### src/rtl/i2c_am_pkg.sv
package i2c_am_pkg;

    localparam int BYTE_W = 8;
    localparam logic [4:0] HDR_TAG = 5'b11110;
    localparam logic [4:0] RSV_TAG = 5'b11111;
    localparam logic [7:0] GCALL_BYTE = 8'h00;
    localparam logic [7:0] SBYTE_CODE = 8'h01;

    typedef enum logic [2:0] {
        CLS_NONE,
        CLS_GCALL,
        CLS_SBYTE,
        CLS_HDR_WR,
        CLS_HDR_RD,
        CLS_SEVEN
    } byte_cls_e;

    typedef enum logic [2:0] {
        ST_FREE,
        ST_FIRST,
        ST_LOWBYTE,
        ST_SEL,
        ST_GC,
        ST_IGNORE
    } am_state_e;

    typedef struct packed {
        logic sel;
        logic tx;
        logic gc;
    } am_flags_t;

    function automatic logic is_hdr_tag(input logic [7:0] b);
        return b[7:3] == HDR_TAG;
    endfunction

    function automatic logic is_seven_reserved(input logic [7:0] b);
        return b[7:4] == 4'b1111;
    endfunction

endpackage

### src/rtl/i2c_am_classify.sv
module i2c_am_classify
    import i2c_am_pkg::*;
#(
    parameter int ADDR_W = 10
) (
    input  logic              clk,
    input  logic              rst,
    input  logic              ten_bit,
    input  logic [ADDR_W-1:0] own_addr,
    input  logic [7:0]        byte_data,
    output byte_cls_e         cls,
    output logic              lo_match
);
    localparam int HI_W = ADDR_W - BYTE_W;

    logic [HI_W-1:0] own_hi;
    logic [BYTE_W-1:0] own_lo;

    assign own_hi = own_addr[ADDR_W-1:BYTE_W];
    assign own_lo = own_addr[BYTE_W-1:0];
    assign lo_match = (byte_data == own_lo);

    always_comb begin
        cls = CLS_NONE;
        if (byte_data == GCALL_BYTE) begin
            cls = CLS_GCALL;
        end else if (byte_data == SBYTE_CODE) begin
            cls = CLS_SBYTE;
        end else if (ten_bit) begin
            if (is_hdr_tag(byte_data) && byte_data[2:1] == own_hi)
                cls = byte_data[0] ? CLS_HDR_RD : CLS_HDR_WR;
        end else begin
            if (!is_seven_reserved(byte_data) && byte_data[7:1] == own_addr[6:0])
                cls = CLS_SEVEN;
        end
    end

    AST_RESERVED_NO_HDR: assert property (@(posedge clk) disable iff (rst)
        (ten_bit && byte_data[7:3] == RSV_TAG) |-> (cls == CLS_NONE));

    AST_SEVEN_NO_HDR: assert property (@(posedge clk) disable iff (rst)
        (!ten_bit && is_hdr_tag(byte_data)) |-> (cls != CLS_SEVEN));

endmodule

### src/rtl/i2c_am_fsm.sv
module i2c_am_fsm
    import i2c_am_pkg::*;
(
    input  logic      clk,
    input  logic      rst,
    input  logic      ev_start,
    input  logic      ev_rstart,
    input  logic      ev_stop,
    input  logic      byte_stb,
    input  logic      rw_bit,
    input  byte_cls_e cls,
    input  logic      lo_match,
    output logic      ack_req,
    output am_flags_t flags
);
    am_state_e state_q, state_d;
    am_flags_t flags_q, flags_d;
    logic      prev_q, prev_d;

    always_comb begin
        state_d = state_q;
        flags_d = flags_q;
        prev_d  = prev_q;
        ack_req = 1'b0;
        if (ev_stop) begin
            state_d = ST_FREE;
            flags_d = '0;
            prev_d  = 1'b0;
        end else if (ev_start) begin
            state_d = ST_FIRST;
            flags_d = '0;
            prev_d  = 1'b0;
        end else if (ev_rstart) begin
            state_d = ST_FIRST;
        end else if (byte_stb) begin
            unique case (state_q)
                ST_FIRST: begin
                    flags_d = '0;
                    prev_d  = 1'b0;
                    state_d = ST_IGNORE;
                    unique case (cls)
                        CLS_GCALL: begin
                            ack_req    = 1'b1;
                            flags_d.gc = 1'b1;
                            state_d    = ST_GC;
                        end
                        CLS_HDR_WR: begin
                            ack_req = 1'b1;
                            state_d = ST_LOWBYTE;
                        end
                        CLS_HDR_RD: begin
                            if (prev_q) begin
                                ack_req     = 1'b1;
                                flags_d.sel = 1'b1;
                                flags_d.tx  = 1'b1;
                                prev_d      = 1'b1;
                                state_d     = ST_SEL;
                            end
                        end
                        CLS_SEVEN: begin
                            ack_req     = 1'b1;
                            flags_d.sel = 1'b1;
                            flags_d.tx  = rw_bit;
                            state_d     = ST_SEL;
                        end
                        default: ;
                    endcase
                end
                ST_LOWBYTE: begin
                    if (lo_match) begin
                        ack_req     = 1'b1;
                        flags_d.sel = 1'b1;
                        flags_d.tx  = 1'b0;
                        prev_d      = 1'b1;
                        state_d     = ST_SEL;
                    end else begin
                        state_d = ST_IGNORE;
                    end
                end
                default: ;
            endcase
        end
    end

    always_ff @(posedge clk) begin
        if (rst) begin
            state_q <= ST_FREE;
            flags_q <= '0;
            prev_q  <= 1'b0;
        end else begin
            state_q <= state_d;
            flags_q <= flags_d;
            prev_q  <= prev_d;
        end
    end

    assign flags = flags_q;

    AST_ACK_ON_STROBE: assert property (@(posedge clk) disable iff (rst)
        ack_req |-> byte_stb);

    AST_STOP_DROPS: assert property (@(posedge clk) disable iff (rst)
        ev_stop |=> (!flags_q.sel && !flags_q.tx && !flags_q.gc));

    AST_FRESH_START_FORGETS: assert property (@(posedge clk) disable iff (rst)
        ev_start |=> !prev_q);

    AST_TX_NEEDS_SEL: assert property (@(posedge clk) disable iff (rst)
        flags_q.tx |-> flags_q.sel);

    AST_SEL_GC_EXCL: assert property (@(posedge clk) disable iff (rst)
        !(flags_q.sel && flags_q.gc));

    AST_LOW_MATCH_SELECTS: assert property (@(posedge clk) disable iff (rst)
        (byte_stb && !ev_stop && !ev_start && !ev_rstart && state_q == ST_LOWBYTE && lo_match)
        |=> (flags_q.sel && !flags_q.tx));

    AST_NO_ACK_AFTER_SEL: assert property (@(posedge clk) disable iff (rst)
        (state_q == ST_SEL && !ev_start && !ev_rstart && !ev_stop) |-> !ack_req);

endmodule

### src/rtl/i2c_addr_match.sv
module i2c_addr_match
    import i2c_am_pkg::*;
#(
    parameter int ADDR_W = 10
) (
    input  logic              clk,
    input  logic              rst,
    input  logic              cfg_ten_bit,
    input  logic [ADDR_W-1:0] own_addr,
    input  logic              ev_start,
    input  logic              ev_rstart,
    input  logic              ev_stop,
    input  logic              byte_stb,
    input  logic [7:0]        byte_data,
    output logic              ack_req,
    output logic              addr_sel,
    output logic              slave_tx,
    output logic              gcall_sel
);
    byte_cls_e cls;
    logic      lo_match;
    am_flags_t flags;

    i2c_am_classify #(.ADDR_W(ADDR_W)) u_classify (
        .clk      (clk),
        .rst      (rst),
        .ten_bit  (cfg_ten_bit),
        .own_addr (own_addr),
        .byte_data(byte_data),
        .cls      (cls),
        .lo_match (lo_match)
    );

    i2c_am_fsm u_fsm (
        .clk      (clk),
        .rst      (rst),
        .ev_start (ev_start),
        .ev_rstart(ev_rstart),
        .ev_stop  (ev_stop),
        .byte_stb (byte_stb),
        .rw_bit   (byte_data[0]),
        .cls      (cls),
        .lo_match (lo_match),
        .ack_req  (ack_req),
        .flags    (flags)
    );

    assign addr_sel  = flags.sel;
    assign slave_tx  = flags.tx;
    assign gcall_sel = flags.gc;

endmodule

### config.mk
export PLATFORM = sky130hd
export DESIGN_NAME = i2c_addr_match
export DESIGN_NICKNAME = d
export VERILOG_FILES = /design/src/rtl/i2c_am_pkg.sv /design/src/rtl/i2c_am_classify.sv /design/src/rtl/i2c_am_fsm.sv /design/src/rtl/i2c_addr_match.sv
export SDC_FILE = /design/constraint.sdc
export NUM_CORES = 1
export LEC_CHECK = 0
export ABC_AREA = 1
export BUFFER_PORTS_ARGS = -buffer_cell sky130_fd_sc_hd__buf_2
export CAP_MARGIN = 25
export CORE_MARGIN = 10
export CORE_UTILIZATION = 49
export CTS_CLUSTER_DIAMETER = 120
export DETAILED_ROUTE_END_ITERATION = 8
export MAX_ROUTING_LAYER = met4
export PLACE_DENSITY = 0.83
export RECOVER_POWER = 100
export SLEW_MARGIN = 5
export SYNTH_ARGS = -nofsm -noshare
export SYNTH_HDL_FRONTEND = slang
export SYNTH_SLANG_ARGS = --single-unit
### constraint.sdc
create_clock -name clk -period 1.5 [get_ports clk]
set_input_delay 0.075 -clock clk [delete_from_list [all_inputs] [get_ports clk]]
set_output_delay 0.075 -clock clk [all_outputs]
set_load 0.005 [all_outputs]
==> results.yml <==
clock_network:
  cts-root-to-sink-buffers: 2
  clock_latency_ns: 0.25
  ctsRootBufferMaster: "sky130_fd_sc_hd__clkbuf_4"
  htreeDepth: 1
  tritoncts_num_sinks: 7
  tritoncts: "yes"
  clkTransAtPathRegs_ns: 0.05
  inserted_clock_buffers: 3
  post_cts_hold_buffer_count: 0
power:
  netSwitchingPower_mw: 0.178
  p_int_mw: 0.364
  power.share.clock: 0.321
  combPwrFrac: 0.329
  p_total_mw: 0.542
  leakage_nw: 0.607
  pwr-share-seq: 0.350
  switching_fraction_of_total_power: 0.328
  vdd.ir_drop.worst_mv: 0.525
  powerDensity_nw_per_um2: 492
final_layout:
  final-instance-count-excl-fill: 201
  multi_input_area_um2: 634
  finalNetCount: 211
  flip_flop_and_latch_area_um2: 140
  final_common_cell: "sky130_fd_sc_hd__nand2_1"
  antenna-diode-count: 0
  area_delta_synth_final_pct: 29.7
  fillCellCount: 146
  fraction_of_final_layout_cells_sized_beyond_drive_strength_1: 0.308
  layout.cells.most_common_list: "sky130_fd_sc_hd__nand2_1 (43), sky130_fd_sc_hd__inv_1 (23), sky130_fd_sc_hd__buf_2 (23), sky130_fd_sc_hd__nor2_1 (17), sky130_fd_sc_hd__xnor2_1 (10)"
routing:
  routedWlPerCell_um: 11.5
  route.detailed.drc: 0
  postRouteWirelength_um: 2300
  drt_first_iter_violations: 23
  via_per_inst: 5.03
  dr.pass1.iters: 4
  drtAntennaViolNets: 0
  vias: 1011
critical_path:
  worstSetupEndpointType: "register"
  regToRegEndpoint: "u_fsm.flags[2]$_SDFFE_PP0P_"
  cp-startpoint: "u_fsm.state_q[0]$_SDFFE_PP0P_"
  worst-endpoint-arrival_ns: 1.55
  critPathMaxStageDelay_ns: 0.34
  cp_top_family: "simple AND/OR/NAND/NOR gates"
  worst_setup_path_endpoint: "u_fsm.flags[2]$_SDFFE_PP0P_"
  timing_worst_setup_path_type: "register to register"
  critical_path_required_ns: 1.65
  r2r-start: "u_fsm.state_q[0]$_SDFFE_PP0P_"
  worst-path-stages: 8
  timing.reg2reg.worst_path_depth: 8
  crit_path_start_kind: "register"
  worst-path-max-fanout: 4
  worst-r2r-setup-slack_ns: 0.10
  cp_max_delay_cell: "sky130_fd_sc_hd__dfxtp_1"
  buffers_and_inverters_on_the_worst_path: 3
  crit_path_cell_trace: "inv_1 -> nor2_1 -> nand2_1 -> nor3b_1 -> buf_4 -> nand3_1 -> nand3_1 -> inv_1"
grt:
  number_of_global_route_vias_before_repair: 947
  grt_pass1_wl_um: 3680
  grt_max_degree: 7
  grt_antenna_before_repair: 0
  grt_overflow: 0
  grtUsageTotal: 0.126
yosys:
  synth_top_area_cell: "sky130_fd_sc_hd__nand2_1"
  syn-cell-area_um2: 850
  postSynthRegisterBits: 7
  synth_seq_area_share: 0.165
  post_synth_main_area_contributors: "sky130_fd_sc_hd__nand2_1 (20%), sky130_fd_sc_hd__dfxtp_1 (16%), sky130_fd_sc_hd__inv_1 (11%)"
  postSynthNetCount: 174
  synth_cell_types: 25
  synth_cells: 149
  yosysWarningCount: 0
  post-synth-top-area-fraction: 0.199
  avgSynthCellArea_um2: 5.70
timing:
  final_max_slew_viol_count: 0
  holdWs_ns: 0.111
  fin_crit_sh: 0.932
  skew_ns: 0.00230
  clock.fmax_ghz: 0.716
  slew_headroom: 0.789
  setup_violations: 0
  worst_max_slew_pin_slew_ns: 0.316
  final_period_minus_worst_setup_slack_ns: 1.40
  finalHoldViolCount: 0
run:
  max_cap_violations: 0
die:
  io_pins: 29
  std_cell_rows: 14
  core_area_um2: 1580
  chipWidth_um: 61.6
  floorplan.die_area_um2: 3800
  floorplan.initialDensity: 0.539
  die_y_um: 61.6
placement:
  dpl.cell_count: 195
  post_detail_place_hpwl_um: 1990
  routability_congestion_estimate: 0.875
  io_buffer_count: 28
run_status:
  run_status: "complete, no violations"
hold_path:
  hold_class: "input pin to register"
-- tightest hold or removal path: stages --
cell                      delay [ns]
sky130_fd_sc_hd__buf_2          0.10
sky130_fd_sc_hd__nor2_1         0.06
sky130_fd_sc_hd__inv_1          0.05
sky130_fd_sc_hd__a21oi_1        0.03
-- final cells by class --
class,count,share of cell area
clock buffer,4,0.0238
inverter,29,0.0999
multi-input combinational,113,0.575
sequential,7,0.127
tap,16,0.0182
timing repair buffer,32,0.156
-- layer usage --
layer,wire length [µm],share of wire,global-route usage,up-vias
met5,0,0,-,-
met4,0,0,0.0191,0
met3,110,0.048,0.0329,0
met2,1140,0.50,0.212,22
met1,1050,0.46,0.149,453
li1,-,-,-,536
-- logic make-up (layout without fill, tap and decap cells) --
family	Yosys count	in the layout	synth area share
xor gates and xnor gates	10	10	0.103
and+or+nand+nor	92	92	0.520
AOI/OAI and AO/OA	11	11	0.0825
DFF	7	7	0.165
buffers and inverters	29	65	0.130
-- power by group through the flow --
stage               combinational, mW  sequential, mW  clock [mW]
finish                          0.178           0.190       0.174
global route                    0.199           0.189       0.189
CTS                             0.169           0.189       0.176
detailed placement              0.169           0.193           0
global placement                0.163           0.193           0
floorplan                      0.0971           0.193           0
-- synthesized netlist by cell type --
cell	instances
sky130_fd_sc_hd__dfxtp_1	7
sky130_fd_sc_hd__o21ai_0	2
sky130_fd_sc_hd__nand3b_1	1
sky130_fd_sc_hd__nor3_2	1
sky130_fd_sc_hd__inv_2	4
sky130_fd_sc_hd__nand4_1	3
sky130_fd_sc_hd__inv_1	24
sky130_fd_sc_hd__nor2_2	1
sky130_fd_sc_hd__nand3_2	4
sky130_fd_sc_hd__a31oi_1	1
sky130_fd_sc_hd__or2_2	1
sky130_fd_sc_hd__a21oi_2	3
sky130_fd_sc_hd__nor3b_1	1
sky130_fd_sc_hd__nand2_2	1
sky130_fd_sc_hd__nor2_1	17
sky130_fd_sc_hd__nand2_4	1
sky130_fd_sc_hd__a21oi_1	3
sky130_fd_sc_hd__clkinv_2	1
sky130_fd_sc_hd__nand4_2	2
sky130_fd_sc_hd__o21ai_1	1
sky130_fd_sc_hd__a21o_1	1
sky130_fd_sc_hd__nor3_1	2
sky130_fd_sc_hd__nand3_1	12
sky130_fd_sc_hd__nand2_1	45
sky130_fd_sc_hd__xnor2_1	10
-- worst min-delay path by stage --
stage	startpoint	endpoint	slack [ns]	depth (start not counted)
after global placement	ev_rstart	u_fsm.state_q[2]$_SDFFE_PP0P_	0.36	4
final	ev_rstart	u_fsm.state_q[2]$_SDFFE_PP0P_	0.11	4
after floorplan	ev_rstart	u_fsm.state_q[2]$_SDFFE_PP0P_	0.22	3
after global routing	ev_rstart	u_fsm.state_q[2]$_SDFFE_PP0P_	0.14	4
after detailed placement	ev_rstart	u_fsm.state_q[2]$_SDFFE_PP0P_	0.37	4
after CTS	ev_rstart	u_fsm.state_q[2]$_SDFFE_PP0P_	0.10	4
-- timing repair --
action                                  4_1_cts  5_1_grt
gates resized for setup                       0       11
endpoints found under the setup margin        0        1
setup buffers                                 0        2
-- flip-flops by register name, summed over array words and instances, names as in the netlist --
register	cells
u_fsm.prev_q	1
u_fsm.flags	3
u_fsm.state_q	3
-- through the flow --
step | area, µm² | setup slack [ns] | util | setup TNS, ns
6_report | 1100 | 0.103 | 0.699 | 0
5_1_grt | 1100 | -0.000226 | 0.699 | -0.000226
4_1_cts | 1050 | 0.0234 | 0.667 | 0
3_5_place_dp | 1020 | 0.0920 | 0.650 | 0
3_3_place_gp | 1020 | 0.180 | 0.650 | 0
2_1_floorplan | 850 | 0.298 | - | 0
Note: power is estimated with default switching activity, not from simulation.
